===== src/rtl/lsdo_pkg.sv =====
package lsdo_pkg;

  typedef enum logic [1:0] {
    AVAIL_OK      = 2'd0,
    AVAIL_LQ_FULL = 2'd1,
    AVAIL_SQ_FULL = 2'd2
  } avail_e;

  // Capacity zero never fills.
  function automatic logic at_capacity(input int cap, input int used);
    return (cap != 0) && (used == cap);
  endfunction

  // Load-queue shortage is reported ahead of store-queue shortage.
  function automatic avail_e pick_status(input logic ld, input logic st,
                                         input logic lq_full, input logic sq_full);
    if (ld && lq_full) return AVAIL_LQ_FULL;
    if (st && sq_full) return AVAIL_SQ_FULL;
    return AVAIL_OK;
  endfunction

endpackage


===== src/rtl/lsdo_occupancy.sv =====
module lsdo_occupancy #(
  parameter int CAP   = 4,
  parameter int CNT_W = 8
) (
  input  logic             clk,
  input  logic             rst_n,
  input  logic             take,
  input  logic             give,
  output logic [CNT_W-1:0] used,
  output logic             full
);
  localparam logic [CNT_W-1:0] CAP_V = CNT_W'(CAP);

  logic dec_ev;
  assign dec_ev = give && (used != '0);
  assign full   = lsdo_pkg::at_capacity(CAP, int'(used));

  always_ff @(posedge clk) begin
    if (!rst_n) used <= '0;
    else        used <= used + CNT_W'(take) - CNT_W'(dec_ev);
  end


  no_overflow_chk: assert property (@(posedge clk) disable iff (!rst_n)
    (CAP != 0) |-> (used <= CAP_V));


  take_count_chk: assert property (@(posedge clk) disable iff (!rst_n)
    (take && !give) |=> (used == $past(used) + CNT_W'(1)));


  net_zero_chk: assert property (@(posedge clk) disable iff (!rst_n)
    (take && give && used != '0) |=> $stable(used));

endmodule


===== src/rtl/lsdo_group_tracker.sv =====
module lsdo_group_tracker #(
  parameter int GID_W = 8
) (
  input  logic             clk,
  input  logic             rst_n,
  input  logic             accept,
  input  logic             op_ld,
  input  logic             op_st,
  input  logic             op_fx,
  input  logic             no_alias,
  output logic [GID_W-1:0] grp_id,
  output logic [GID_W-1:0] dep_load,
  output logic [GID_W-1:0] dep_store,
  output logic [GID_W-1:0] dep_bar
);
  typedef logic [GID_W-1:0] gid_t;

  gid_t next_q, cur_ld_q, cur_ldb_q, cur_st_q, cur_stb_q;
  logic open_q, last_bar_st_q;

  function automatic gid_t bump(input gid_t g);
    return (g == '1) ? gid_t'(1) : g + gid_t'(1);
  endfunction

  logic is_mem, plain_ld, join_grp, ld_bar, st_bar, new_grp;
  assign is_mem   = op_ld | op_st;
  assign plain_ld = op_ld & ~op_st & ~op_fx;
  assign join_grp = plain_ld & open_q;
  assign ld_bar   = op_ld & op_fx;
  assign st_bar   = op_st & op_fx;
  assign new_grp  = accept & ~join_grp;

  always_comb begin
    grp_id    = !is_mem ? '0 : (join_grp ? cur_ld_q : next_q);
    dep_load  = (op_st | ld_bar) ? cur_ld_q : '0;
    dep_store = (op_st | (op_ld & ~no_alias)) ? cur_st_q : '0;
    dep_bar   = '0;
    if (op_ld && op_st) dep_bar = last_bar_st_q ? cur_stb_q : cur_ldb_q;
    else if (op_ld)     dep_bar = cur_ldb_q;
    else if (op_st)     dep_bar = cur_stb_q;
  end

  always_ff @(posedge clk) begin
    if (!rst_n) begin
      next_q        <= gid_t'(1);
      cur_ld_q      <= '0;
      cur_ldb_q     <= '0;
      cur_st_q      <= '0;
      cur_stb_q     <= '0;
      open_q        <= 1'b0;
      last_bar_st_q <= 1'b0;
    end else if (accept) begin
      if (new_grp) next_q <= bump(next_q);
      if (op_ld)   cur_ld_q  <= grp_id;
      if (ld_bar)  cur_ldb_q <= grp_id;
      if (op_st)   cur_st_q  <= grp_id;
      if (st_bar)  cur_stb_q <= grp_id;
      if (st_bar)      last_bar_st_q <= 1'b1;
      else if (ld_bar) last_bar_st_q <= 1'b0;
      open_q <= plain_ld;
    end
  end


  grp_nonzero_chk: assert property (@(posedge clk) disable iff (!rst_n)
    is_mem |-> (grp_id != '0));


  load_join_chk: assert property (@(posedge clk) disable iff (!rst_n)
    ($past(accept && op_ld && !op_st && !op_fx) && op_ld && !op_st && !op_fx)
      |-> (grp_id == $past(grp_id)));


  store_chain_chk: assert property (@(posedge clk) disable iff (!rst_n)
    ($past(accept && op_st) && op_st) |-> (dep_store == $past(grp_id)));


  load_barrier_wait_chk: assert property (@(posedge clk) disable iff (!rst_n)
    ($past(accept && op_ld && op_fx) && op_ld && !op_st) |-> (dep_bar == $past(grp_id)));

endmodule


===== src/rtl/lsdo_dispatch_unit.sv =====
module lsdo_dispatch_unit
  import lsdo_pkg::*;
#(
  parameter int LQ_CAP = 4,
  parameter int SQ_CAP = 4,
  parameter int CNT_W  = 8,
  parameter int GID_W  = 8
) (
  input  logic             clk,
  input  logic             rst_n,
  input  logic             cfg_no_alias,
  input  logic             disp_valid,
  input  logic             disp_may_load,
  input  logic             disp_may_store,
  input  logic             disp_side_fx,
  input  logic             load_retire,
  input  logic             store_commit,
  output logic [1:0]       avail_status,
  output logic             disp_ack,
  output logic [GID_W-1:0] disp_grp,
  output logic [GID_W-1:0] dep_load_grp,
  output logic [GID_W-1:0] dep_store_grp,
  output logic [GID_W-1:0] dep_barrier_grp,
  output logic [CNT_W-1:0] lq_used,
  output logic [CNT_W-1:0] sq_used
);
  logic   lq_full, sq_full, is_mem, mem_accept, lq_take, sq_take;
  avail_e status_v;

  assign status_v     = pick_status(disp_may_load, disp_may_store, lq_full, sq_full);
  assign avail_status = status_v;
  assign is_mem       = disp_may_load | disp_may_store;
  assign disp_ack     = rst_n && disp_valid && (status_v == AVAIL_OK);
  assign mem_accept   = disp_ack && is_mem;
  assign lq_take      = mem_accept && disp_may_load;
  assign sq_take      = mem_accept && disp_may_store;

  lsdo_occupancy #(.CAP(LQ_CAP), .CNT_W(CNT_W)) u_lq (
    .clk(clk), .rst_n(rst_n), .take(lq_take), .give(load_retire),
    .used(lq_used), .full(lq_full));

  lsdo_occupancy #(.CAP(SQ_CAP), .CNT_W(CNT_W)) u_sq (
    .clk(clk), .rst_n(rst_n), .take(sq_take), .give(store_commit),
    .used(sq_used), .full(sq_full));

  lsdo_group_tracker #(.GID_W(GID_W)) u_grp (
    .clk(clk), .rst_n(rst_n), .accept(mem_accept),
    .op_ld(disp_may_load), .op_st(disp_may_store), .op_fx(disp_side_fx),
    .no_alias(cfg_no_alias), .grp_id(disp_grp), .dep_load(dep_load_grp),
    .dep_store(dep_store_grp), .dep_bar(dep_barrier_grp));


  reject_hold_chk: assert property (@(posedge clk) disable iff (!rst_n)
    (disp_valid && !disp_ack && !load_retire && !store_commit)
      |=> ($stable(lq_used) && $stable(sq_used)));


  status_code_chk: assert property (@(posedge clk) disable iff (!rst_n)
    avail_status != 2'd3);

endmodule


===== config.mk =====
export PLATFORM = sky130hd
export DESIGN_NAME = lsdo_dispatch_unit
export DESIGN_NICKNAME = d
export VERILOG_FILES = /design/src/rtl/lsdo_pkg.sv /design/src/rtl/lsdo_occupancy.sv /design/src/rtl/lsdo_group_tracker.sv /design/src/rtl/lsdo_dispatch_unit.sv
export SDC_FILE = /design/constraint.sdc
export NUM_CORES = 1
export LEC_CHECK = 0
export BUFFER_PORTS_ARGS = -buffer_cell sky130_fd_sc_hd__buf_2
export CORE_UTILIZATION = 50
export DETAILED_ROUTE_END_ITERATION = 12
export PLACE_DENSITY = 0.69
export SLEW_MARGIN = 20
export SYNTH_ARGS = -nofsm -noshare
export SYNTH_HDL_FRONTEND = slang
export SYNTH_SLANG_ARGS = --single-unit

===== constraint.sdc =====
create_clock -name clk -period 4.9 [get_ports clk]
set_input_delay 0.245 -clock clk [delete_from_list [all_inputs] [get_ports clk]]
set_output_delay 0.245 -clock clk [all_outputs]
set_load 0.1 [all_outputs]

After elaboration in Yosys (flattened, before gate mapping):

Index checks and enable logic that the tools add are counted.

* bits in registers: 58
* input port bits: 9

* add/sub/neg operators: 5
* equal/unequal tests: 3
* mux-type cells: 18
* bitwise gates (word level): 14
* reduce and logical (&&, ||, !) cells: 20

Operators with widths (number)
* $mux W8: 9
* $add A8 B1 Y8: 2
* $eq A8 B4 Y1 const B: 2
* $reduce_bool A8 Y1: 2
* $sub A8 B1 Y8: 2
* $reduce_and A2 Y1: 6
* $logic_and A1 B1 Y1: 10
* $add A8 B1 Y8 const B: 1
* $eq A8 B8 Y1 const B: 1
* $mux W2: 4
* $and A1 B1 Y1: 7
* $mux W1: 5
* $not A1 Y1: 4
* $or A1 B1 Y1: 3
* $logic_not A2 Y1: 1
* $reduce_bool A2 Y1: 1

Logic depth before layout (Yosys ltp):

Gate-level depths: netlist (run 1).

* word-level depth: 12
* gate-level depth with buffers: 14

Cells and area by module:

From an unflattened synthesis (run 1), not the netlist that was laid out.

* cells, all modules: 378
* area, all modules: 3295.7 um^2

By module, submodules not included
* lsdo_group_tracker: instances 1, cells an instance 218, area each 1906.8 um^2
* lsdo_occupancy (u_sq): instances 1, cells an instance 75, area each 650.6 um^2
* lsdo_occupancy (u_lq): instances 1, cells an instance 75, area each 645.6 um^2
* lsdo_dispatch_unit: instances 1, cells an instance 10, area each 92.6 um^2

Worst setup path after synthesis (run 1):

Ideal clock, no wire load.

* path type: flip-flop to output port
* start: register u_lq.used[4]
* end: output avail_status[1]
* arrival: 3.446 ns
* setup slack: 1.209 ns
* cell stages (with the launch flop): 6
* cell sequence: dfxtp_1 > inv_1 > ha_1 > and4bb_2 > and2_1 > nor2_1

* cells in the longest elaborated chain, start to end: 4

RTL lines
* start, declared: line lsdo_occupancy.sv:9 `output logic [CNT_W-1:0] used,`
* start signal, assigned: line lsdo_occupancy.sv:20 `else used <= used + CNT_W'(take) - CNT_W'(dec_ev);`
* $eq A8 B4 Y1: line lsdo_pkg.sv:11 `return (cap != 0) && (used == cap);`
* $logic_and A1 B1 Y1: line lsdo_pkg.sv:17 `if (ld && lq_full) return AVAIL_LQ_FULL;`
* $mux W1: line lsdo_pkg.sv:17
* $mux W2: line lsdo_pkg.sv:18 `if (st && sq_full) return AVAIL_SQ_FULL;`
* end, declared: line lsdo_dispatch_unit.sv:18 `output logic [1:0] avail_status,`

Every way passes these cells.

Worst setup path after layout (run 1):

* start: register u_sq.used[5]
* end: register u_sq.used[6]

* cells in the longest elaborated chain, start to end: 12
* elaborated cells on any way between the ends: 15

RTL lines
* start, declared: line lsdo_occupancy.sv:9
* start signal, assigned: line lsdo_occupancy.sv:20
* $eq A8 B4 Y1: line lsdo_pkg.sv:11
* $logic_and A1 B1 Y1: line lsdo_pkg.sv:18
* $mux W1 (2 in series): line lsdo_pkg.sv:18
* $mux W2: line lsdo_pkg.sv:19 `return AVAIL_OK;`
* $mux W2: line lsdo_pkg.sv:18
* $logic_not A2 Y1: line lsdo_dispatch_unit.sv:33 `assign disp_ack = rst_n && disp_valid && (status_v == AVAIL_OK);`
* $logic_and A1 B1 Y1: line lsdo_dispatch_unit.sv:33
* $logic_and A1 B1 Y1: line lsdo_dispatch_unit.sv:34 `assign mem_accept = disp_ack && is_mem;`
* $logic_and A1 B1 Y1: line lsdo_dispatch_unit.sv:36 `assign sq_take = mem_accept && disp_may_store;`
* $add A8 B1 Y8: line lsdo_occupancy.sv:20
* $sub A8 B1 Y8 *: line lsdo_occupancy.sv:20

Every way passes the cells marked *; elsewhere a longest branch is shown, timed or not. The select of a mux whose other input is x is not followed.
A chain may end at the register's enable or synchronous reset.

==> results.yml, run 1 <==
setup_path:
  cpPeakStageDelay_ns: 0.45
  critPathArrivalTime_ns: 3.63
  slowest_stage: "a221o_2"
  critPathCaptureType: "flip-flop"
  required_ns: 5.12
  cp.buffers_inverters: 3
  ff2ff_path_depth: 13
  path_cells: "inv_1, ha_1, and4bb_2, a221o_2, clkinv_4, and2_1, ha_1, inv_1, fa_1, nand2b_1, a21oi_1, o21a_1, o211ai_1"
  reg2reg_from: "u_sq.used[5]"
  crit_fanout: 36
  r2r-end: "u_sq.used[6]"
  critPathLaunchType: "flip-flop"
  crit_family: "compound AO/OA/AOI/OAI gates"
  critPathKind: "flip-flop to flip-flop"
  rrSetupSlack_ns: 1.49
yosys:
  synth_area_um2: 3320
  synth_edf_count: 0
  synthArstFlopShare_pct: 0
  synth.top_cell.area_share_pct: 35.0
  yosys-top-cells-count: "dfxtp_1 (58), inv_1 (40), a21oi_1 (28), a211oi_1 (24)"
  synthCells: 380
  ys.flop_type: "dfxtp_1"
  synth_top_area_cell: "dfxtp_1"
  yosysWarnings: 0
  synth-seq-cells: 58
  ys_types: 54
  yosysMostFrequentCell: "dfxtp_1"
  synthesis.nets: 414
  syn_avg_cell_area_um2: 8.73
  ys_seq_area_share_pct: 35.0
  synthTopCellsByArea: "dfxtp_1 (35%), ha_1 (8.7%), a211oi_1 (5.4%)"
clock_network:
  htree_levels: 3
  cts_tree: "built"
  clock_path_buffers: 2
  cts_resized: 0
  root_buffer: "clkbuf_8"
  clkLatencyLatePin_ns: 0.34
  clk_pin_slew_ns: 0.07
  holdBufCountCts: 0
  post_cts_buffers: 0
  numCtsBuffers: 9
  cts_sinks: 58
place:
  dp_hpwl_um: 5630
  port_buffers: 59
  gp_congestion: 0.847
  dp.cells: 497
finish:
  antenna_cells: 0
  syn2layout_area_growth_pct: 15.1
  fillers: 574
  instances_no_fill: 513
  final_nets: 465
  drive_gt1_share_pct: 20.2
power:
  leakage_nw: 1.74
  cellPowerDensity_nw_per_um2: 632
  peakVddDrop_mv: 0.482
floorplan:
  io_pins: 60
  start_util_pct: 52.0
  rows: 29
  die_h_um: 83.5
  core_area_um2: 6390
  die_x_um: 83.5
  die_area_um2: 6970
grt:
  grt_overflow: 0
  grt_pass1_vias: 2694
  grt_max_degree: 42
  grt_usage_pct: 23.6
  grt_pass1_wl_um: 13000
  antenna_found_initial: 0
sta:
  tightest_slew_ns: 0.727
  setup_viol: 0
  slew_headroom_pct: 51.4
  rsz0062_at_grt: "no"
  fin_crit_ns: 3.41
  fmaxAchievable_mhz: 293
  tns_ns: 0
  slew_viol_final: 0
  skew_ns: 0.00488
  final.period_utilization_pct: 69.5
  hold_violations: 0
detailed_routing:
  drc: 0
  ant_nets: 0
  wire_per_inst_um: 15.7
  dr_total_vias: 2944
  viasPerCell: 5.74
  dr.pass1.iters: 4
  routed_wirelength_um: 8070
  drt_iter0_drc: 187
min_path:
  min-delay-start: "disp_side_fx"
  hold_class: "input pin to flip-flop"
  holdPathEnd: "u_grp.open_q"
  holdPathStages: 2
flow_run:
  maxCapViolCount: 0
run_status:
  status: "completed"
[through the flow]
| step | util (%) | power [mW] | setup WS [ns] | cell area (um2) | hold WS, ns |
|---|---|---|---|---|---|
| 4_1_cts | 59.8 | 2.42 | 1.49 | 3820 | 0.301 |
| 6_report | 59.8 | 2.42 | 1.49 | 3820 | 0.320 |
| 2_1_floorplan | - | 1.70 | 1.21 | 3320 | 0.435 |
| 3_3_place_gp | 56.4 | 1.90 | 1.56 | 3600 | 0.461 |
| 3_5_place_dp | 56.4 | 1.92 | 1.48 | 3600 | 0.464 |
| 5_1_grt | 59.8 | 2.55 | 1.27 | 3820 | 0.347 |
[state kept, by name (all words and copies together), names as in the netlist]
register	flops
u_grp.open_q	1
u_grp.last_bar_st_q	1
u_grp.cur_st_q	8
u_sq.used	8
u_lq.used	8
u_grp.cur_ldb_q	8
u_grp.next_q	8
u_grp.cur_stb_q	8
u_grp.cur_ld_q	8
[cell usage in the layout, fill, tap and decap left out, drive strengths merged, types with 7 or more instances in the layout]
cell type,n
ha,23
clkbuf,11
nor2,10
a22o,8
mux2i,12
a21oi,28
buf,60
o311ai,8
a211oi,26
nand2,24
a31oi,11
nand2b,11
a22oi,7
inv,40
nand3,7
dfxtp,58
nor2b,17
and2,9
[layer usage]
metal	up-vias	global-route usage [%]	wire [um]
met4	0	9.40	71
met5	-	0	0
met2	89	38.5	3930
met3	7	3.96	376
met1	1373	31.3	3690
li1	1475	-	-
[how the worst max path moves through the flow]
stage,from,end,cells past startpoint
2_1_floorplan,u_lq.used[4],avail_status[1],5
3_3_place_gp,u_lq.used[6],u_sq.used[6],13
3_5_place_dp,rst_n,u_sq.used[6],12
4_1_cts,u_sq.used[6],u_sq.used[6],13
5_1_grt,u_sq.used[6],u_sq.used[6],13
6_report,u_sq.used[5],u_sq.used[6],13
[logic make-up (layout without fill, tap and decap cells)]
group	count (synthesis)	count (layout)	share of synthesized area (%)
compound gates	117	117	24.8
xor+xnor	4	4	1.06
fa+ha+maj	25	25	9.88
buf+inv	62	118	8.41
flops	58	58	35.0
mux	12	12	3.62
simple gates	102	102	17.3
[area by class of cell]
cell class,instances,area [um2],share of cell area (%)
Sequential cell,58,1160,30.4
Inverter,42,163,4.26
Timing Repair Buffer,60,303,7.93
Tap cell,77,96.3,2.52
Clock inverter,5,77.6,2.03
Multi-Input combinational cell,260,1880,49.2
Clock buffer,11,141,3.70
[report_power, final]
| group | switching [mW] | total (mW) | internal, mW |
|---|---|---|---|
| registers | 0.0555 | 0.603 | 0.547 |
| logic | 0.937 | 1.32 | 0.385 |
| clock network | 0.192 | 0.490 | 0.298 |
[worst register-to-register path, delay by kind of cell, from the launching register on]
family	cells	cell delay (ns)
adder cells (fa/ha/maj)	3	0.80
flip-flops	1	0.38
AO/OA/AOI/OAI	4	0.96
buffers and inverters	3	0.38
AND/OR/NAND/NOR	3	0.78
(Power assumes the default switching activity.)
==> run 2, diff against run 1 <==
--- a/config.mk
+++ b/config.mk
@@ -5,10 +5,11 @@
 export SDC_FILE = /design/constraint.sdc
 export NUM_CORES = 1
 export LEC_CHECK = 0
+export ABC_AREA = 1
 export BUFFER_PORTS_ARGS = -buffer_cell sky130_fd_sc_hd__buf_2
 export CORE_UTILIZATION = 50
 export DETAILED_ROUTE_END_ITERATION = 12
-export PLACE_DENSITY = 0.69
+export PLACE_DENSITY = 0.68
 export SLEW_MARGIN = 20
 export SYNTH_ARGS = -nofsm -noshare
 export SYNTH_HDL_FRONTEND = slang
==> constraint.sdc (replaced) <==
create_clock -name clk -period 3.4 [get_ports clk]
set_input_delay 0.17 -clock clk [delete_from_list [all_inputs] [get_ports clk]]
set_output_delay 0.17 -clock clk [all_outputs]
set_load 0.1 [all_outputs]
==> run 2 against run 1 <==
Net effect: die area up 4.5%; maximum frequency up 28%; first-iteration DRC count up 4.8%; critical path type unchanged.
==> results.yml, run 2 <==
setup_path:
  rrSetupSlack_ns: 0.74
  reg2reg_from: "u_sq.used[4]"
  startpoint: "u_sq.used[4]"
  r2r-end: "u_sq.used[4]"
  critPathCaptureType: "flip-flop"
  required_ns: 3.67
  critPathLaunchType: "flip-flop"
  ff2ff_path_depth: 17
  critPathKind: "flip-flop to flip-flop"
  critPathArrivalTime_ns: 2.93
  critPathCapture: "u_sq.used[4]"
  crit_fanout: 9
sta:
  slew_headroom_pct: 33.2
  skew_ns: 0.0124
  hold_violations: 0
  tns_ns: 0
  fmaxAchievable_mhz: 376
  fin_crit_ns: 2.66
  slew_viol_final: 0
  setup_viol: 0
  rsz0062_at_grt: "no"
  tightest_slew_ns: 1.00
  final.period_utilization_pct: 78.1
  worst_slack_ns: 0.743
clock_network:
  numCtsBuffers: 9
  post_cts_buffers: 0
  cts_sinks: 58
  cts_resized: 0
  holdBufCountCts: 0
  clock_path_buffers: 2
  htree_levels: 3
  clkLatencyLatePin_ns: 0.34
  root_buffer: "clkbuf_8"
  clk_pin_slew_ns: 0.07
  cts_tree: "built"
yosys:
  synth_edf_count: 0
  synthTopCellsByArea: "dfxtp_1 (33%), nand2_1 (11%), inv_1 (9.2%)"
  synth_top_area_cell: "dfxtp_1"
  ys_seq_area_share_pct: 33.4
  yosysMostFrequentCell: "nand2_1"
  synth.top_cell.area_share_pct: 33.4
  synthesis.nets: 542
  ys_types: 31
  synth-seq-cells: 58
  ys.flop_type: "dfxtp_1"
  yosys-top-cells-count: "nand2_1 (106), inv_1 (85), nor2_1 (75), dfxtp_1 (58)"
  synth_area_um2: 3470
  synthCells: 508
  syn_avg_cell_area_um2: 6.83
  yosysWarnings: 0
  synthArstFlopShare_pct: 0
power:
  cellPowerDensity_nw_per_um2: 844
  peakVddDrop_mv: 0.725
  total_power_mw: 3.42
  leakage_nw: 2.02
detailed_routing:
  dr.pass1.iters: 4
  drt_iter0_drc: 196
  wire_per_inst_um: 12.9
  routed_wirelength_um: 8390
  drc: 0
  dr_total_vias: 3319
  ant_nets: 0
  viasPerCell: 5.08
finish:
  layout_commonest_cell: "nand2_1"
  final_nets: 602
  final_cell_mix: "nand2_1 (106), inv_1 (85), nor2_1 (75)"
  drive_gt1_share_pct: 19.5
  fin_util_pct: 59.9
  syn2layout_area_growth_pct: 16.5
  antenna_cells: 0
grt:
  grt_usage_pct: 24.8
  grt_max_degree: 31
  grt_pass1_wl_um: 14400
  grt_overflow: 0
  grt_pass1_vias: 3167
  antenna_found_initial: 0
floorplan:
  die_x_um: 85.3
  io_pins: 60
  start_util_pct: 51.4
  rows: 30
  die_area_um2: 7280
  core_area_um2: 6760
  die_h_um: 85.3
place:
  gp_congestion: 0.906
  port_buffers: 59
  dp_slack_ns: 0.756
  dp_hpwl_um: 6130
flow_run:
  maxCapViolCount: 0
run_status:
  status: "completed"
min_path:
  hold_class: "input pin to flip-flop"
==> run 2: worst min path at each step <==
stage                                   from  slack, ns  cells past startpoint            endpoint
after floorplan                 disp_side_fx       0.34                      3        u_grp.open_q
after detailed placement  u_grp.cur_ldb_q[6]       0.45                      2  u_grp.cur_ldb_q[6]
after global routing            disp_side_fx       0.23                      4        u_grp.open_q
after global placement    u_grp.cur_ldb_q[3]       0.45                      2  u_grp.cur_ldb_q[3]
final                           disp_side_fx       0.19                      4        u_grp.open_q
after CTS                       disp_side_fx       0.20                      4        u_grp.open_q
==> run 2: where the power goes <==
part | switching [mW] | leakage [nW] | internal (mW) | total [mW]
clock | 0.314 | 0.106 | 0.417 | 0.731
sequential | 0.0749 | 0.476 | 0.790 | 0.865
combinational | 1.37 | 1.43 | 0.446 | 1.82
total | 1.76 | 2.02 | 1.65 | 3.42
==> run 2: area by class of cell <==
type	count	area, um2
repair buffers	61	310
inverters	89	334
fillers	654	2710
clock buffers	9	124
multi-input cells	349	1900
well taps	80	100
flip-flops and latches	58	1170
clock inverters	7	101
==> run 2: per-stage QoR <==
| stage | instance area (um2) | hold WS [ns] | std cells |
|---|---|---|---|
| final | 4050 | 0.194 | 653 |
| after global routing | 4050 | 0.232 | 653 |
| after CTS | 4050 | 0.197 | 653 |
| after detailed placement | 3820 | 0.451 | 637 |
| after global placement | 3820 | 0.446 | 637 |
| after floorplan | 3490 | 0.342 | 508 |
==> run 2: logic make-up after synthesis <==
logic type,synth area share (%)
xor gates and xnor gates,0.757
AOI/OAI and AO/OA,15.7
and+or+nand+nor,28.8
buffers and inverters,11.9
DFF,33.4
adders and majority gates,9.44
==> run 2: metal layers <==
layer	global-route usage, %	vias to the layer above	wire [um]
met5	0	-	0
met4	8.64	0	116
met3	3.99	11	355
met2	43.2	72	4040
met1	31.1	1513	3880
li1	-	1723	-
==> run 2: critical path, cell delays in order, from the launching register on <==
cell and delay [ns]:
dfxtp_2 0.34, inv_1 0.07, ha_1 0.19, nand2_1 0.06, inv_1 0.06, nand3_2 0.11, nand2_2 0.10, nor2_8 0.15
nand2_2 0.15, inv_2 0.18, ha_1 0.19, inv_1 0.05, fa_1 0.38, nor2_1 0.15, o21ai_0 0.11, nand2_1 0.10
o21ai_0 0.07, a21oi_1 0.12
==> run 3, diff against run 2 <==
--- a/config.mk
+++ b/config.mk
@@ -9,7 +9,7 @@
 export BUFFER_PORTS_ARGS = -buffer_cell sky130_fd_sc_hd__buf_2
 export CORE_UTILIZATION = 50
 export DETAILED_ROUTE_END_ITERATION = 12
-export PLACE_DENSITY = 0.68
+export PLACE_DENSITY = 0.71
 export SLEW_MARGIN = 20
 export SYNTH_ARGS = -nofsm -noshare
 export SYNTH_HDL_FRONTEND = slang
==> constraint.sdc (replaced) <==
create_clock -name clk -period 2.4 [get_ports clk]
set_input_delay 0.12 -clock clk [delete_from_list [all_inputs] [get_ports clk]]
set_output_delay 0.12 -clock clk [all_outputs]
set_load 0.1 [all_outputs]
==> run 3 against run 2 <==
Net effect: via count rose by 4.0%; die area unchanged; highest routed layer unchanged; largest cell class unchanged; non-clock buffer count increased by 16; critical path type unchanged.
==> results.yml, run 3 (synthesized netlist as in run 2, its figures left out) <==
run_status:
  status: "completed"
place:
  dp_slack_ns: -0.0167
  dp.cells: 645
  gp_congestion: 0.870
  port_buffers: 59
  dp_hpwl_um: 6220
finish:
  antenna_cells: 0
  final_cell_mix: "nand2_1 (104), nor2_1 (72), inv_1 (66)"
  syn2layout_area_growth_pct: 26.1
  layout_commonest_cell: "nand2_1"
  instances_no_fill: 669
  final_nets: 618
  drive_gt1_share_pct: 29.5
  fin_util_pct: 64.8
floorplan:
  rows: 30
  start_util_pct: 51.4
  core_area_um2: 6760
  io_pins: 60
  die_x_um: 85.3
  die_h_um: 85.3
  die_area_um2: 7280
setup_path:
  critPathArrivalTime_ns: 2.59
  required_ns: 2.63
  critPathLaunchType: "flip-flop"
  critPathCaptureType: "flip-flop"
  critPathKind: "flip-flop to flip-flop"
  crit_fanout: 3
clock_network:
  cts_sinks: 58
  cts_tree: "built"
  htree_levels: 3
  holdBufCountCts: 0
  numCtsBuffers: 9
  clkLatencyLatePin_ns: 0.34
  clock_path_buffers: 2
  root_buffer: "clkbuf_8"
  clk_pin_slew_ns: 0.07
sta:
  worst_slack_ns: 0.0378
  rsz0062_at_grt: "yes"
  tns_ns: 0
  tightest_slew_ns: 0.499
  final.period_utilization_pct: 98.4
  slew_headroom_pct: 66.6
  slew_viol_final: 0
  setup_viol: 0
  fin_crit_ns: 2.36
  skew_ns: 0.00994
  hold_violations: 0
  fmaxAchievable_mhz: 423
grt:
  antenna_found_initial: 0
  grt_use_met2_pct: 40.1
  use_met1_pct: 33.9
  grt_use_met3_pct: 6.13
  grt.busiest_layer: "met2"
  grt_usage_pct: 25.0
  grt_pass1_wl_um: 14600
  grt_pass1_vias: 3110
  grt_max_degree: 30
  grt_overflow: 0
detailed_routing:
  ant_nets: 0
  routed_wirelength_um: 8900
  dr.pass1.iters: 4
  dr_total_vias: 3451
  viasPerCell: 5.16
  drc: 0
  wire_per_inst_um: 13.3
  drt_iter0_drc: 160
min_path:
  hold_class: "input pin to flip-flop"
flow_run:
  maxCapViolCount: 0
power:
  leakage_nw: 2.10
  total_power_mw: 5.23
  cellPowerDensity_nw_per_um2: 1190
  peakVddDrop_mv: 0.842
run 3: changes by cell type in the layout (fill, tap and decap cells not counted), moves of 4 or more:
cell,previous run,this run
o21ai_1,0,5
inv_2,4,19
dfxtp_2,9,3
inv_1,85,66
o21ai_0,39,33
dfxtp_1,49,42
buf_4,2,18
dfxtp_4,0,13
ha_4,0,8
ha_1,23,14
inv_4,0,4
run 3: power by group:
group          leakage (nW)  total, mW  switching (mW)  internal [mW]
sequential            0.482       1.30           0.134           1.17
clock                 0.112      0.979           0.411          0.569
combinational          1.51       2.95            2.11          0.844
run 3: metrics by stage:
step	hold slack, ns	area (um2)
final	0.133	4380
after global routing	0.157	4380
after CTS	0.121	4230
after detailed placement	0.457	4020
after global placement	0.447	4020
after floorplan	0.292	3620
run 3: critical path, cell delays in order (launching register included):
cell     delay [ns]
dfxtp_4        0.34
inv_2          0.07
ha_4           0.14
inv_2          0.03
nor2_2         0.12
nand3_1        0.08
nand2_1        0.08
inv_2          0.05
ha_4           0.25
inv_2          0.04
ha_4           0.15
fa_2           0.38
nand2_2        0.08
inv_2          0.04
o21ai_2        0.13
nand2_1        0.09
o21ai_1        0.13
a21oi_1        0.05
run 3: what timing repair did:
item / CTS / global route
setup buffers: 0 / 8
gates resized for setup: 1 / 27
gates cloned: 0 / 0
endpoints found under the setup margin: 1 / 4
pin swaps: 0 / 16
run 3: path summary, 6_finish.rpt:
path / cells past startpoint / slack, ns / startpoint / endpoint
setup / recovery: 17 / 0.04 / u_lq.used[7] / u_lq.used[4]
hold / removal: 4 / 0.13 / disp_side_fx / u_grp.open_q
setup reg to reg: 17 / 0.04 / u_lq.used[7] / u_lq.used[4]
hold reg to reg: 2 / 0.46 / u_grp.cur_st_q[7] / u_grp.cur_st_q[7]
run 3: cell type report:
type | count | area (um2)
tap | 80 | 100
sequential | 58 | 1210
clock inverter | 4 | 46.3
fill | 609 | 2380
timing repair buffer | 77 | 430
multi-input combinational | 349 | 2070
inverter | 89 | 349
clock buffer | 12 | 166
run 3: layer usage:
layer | up-vias | part of all wire (%)
met3 | 7 | 5.2
met2 | 78 | 47
met4 | 0 | 0.79
met1 | 1607 | 47
met5 | - | 0
li1 | 1759 | -
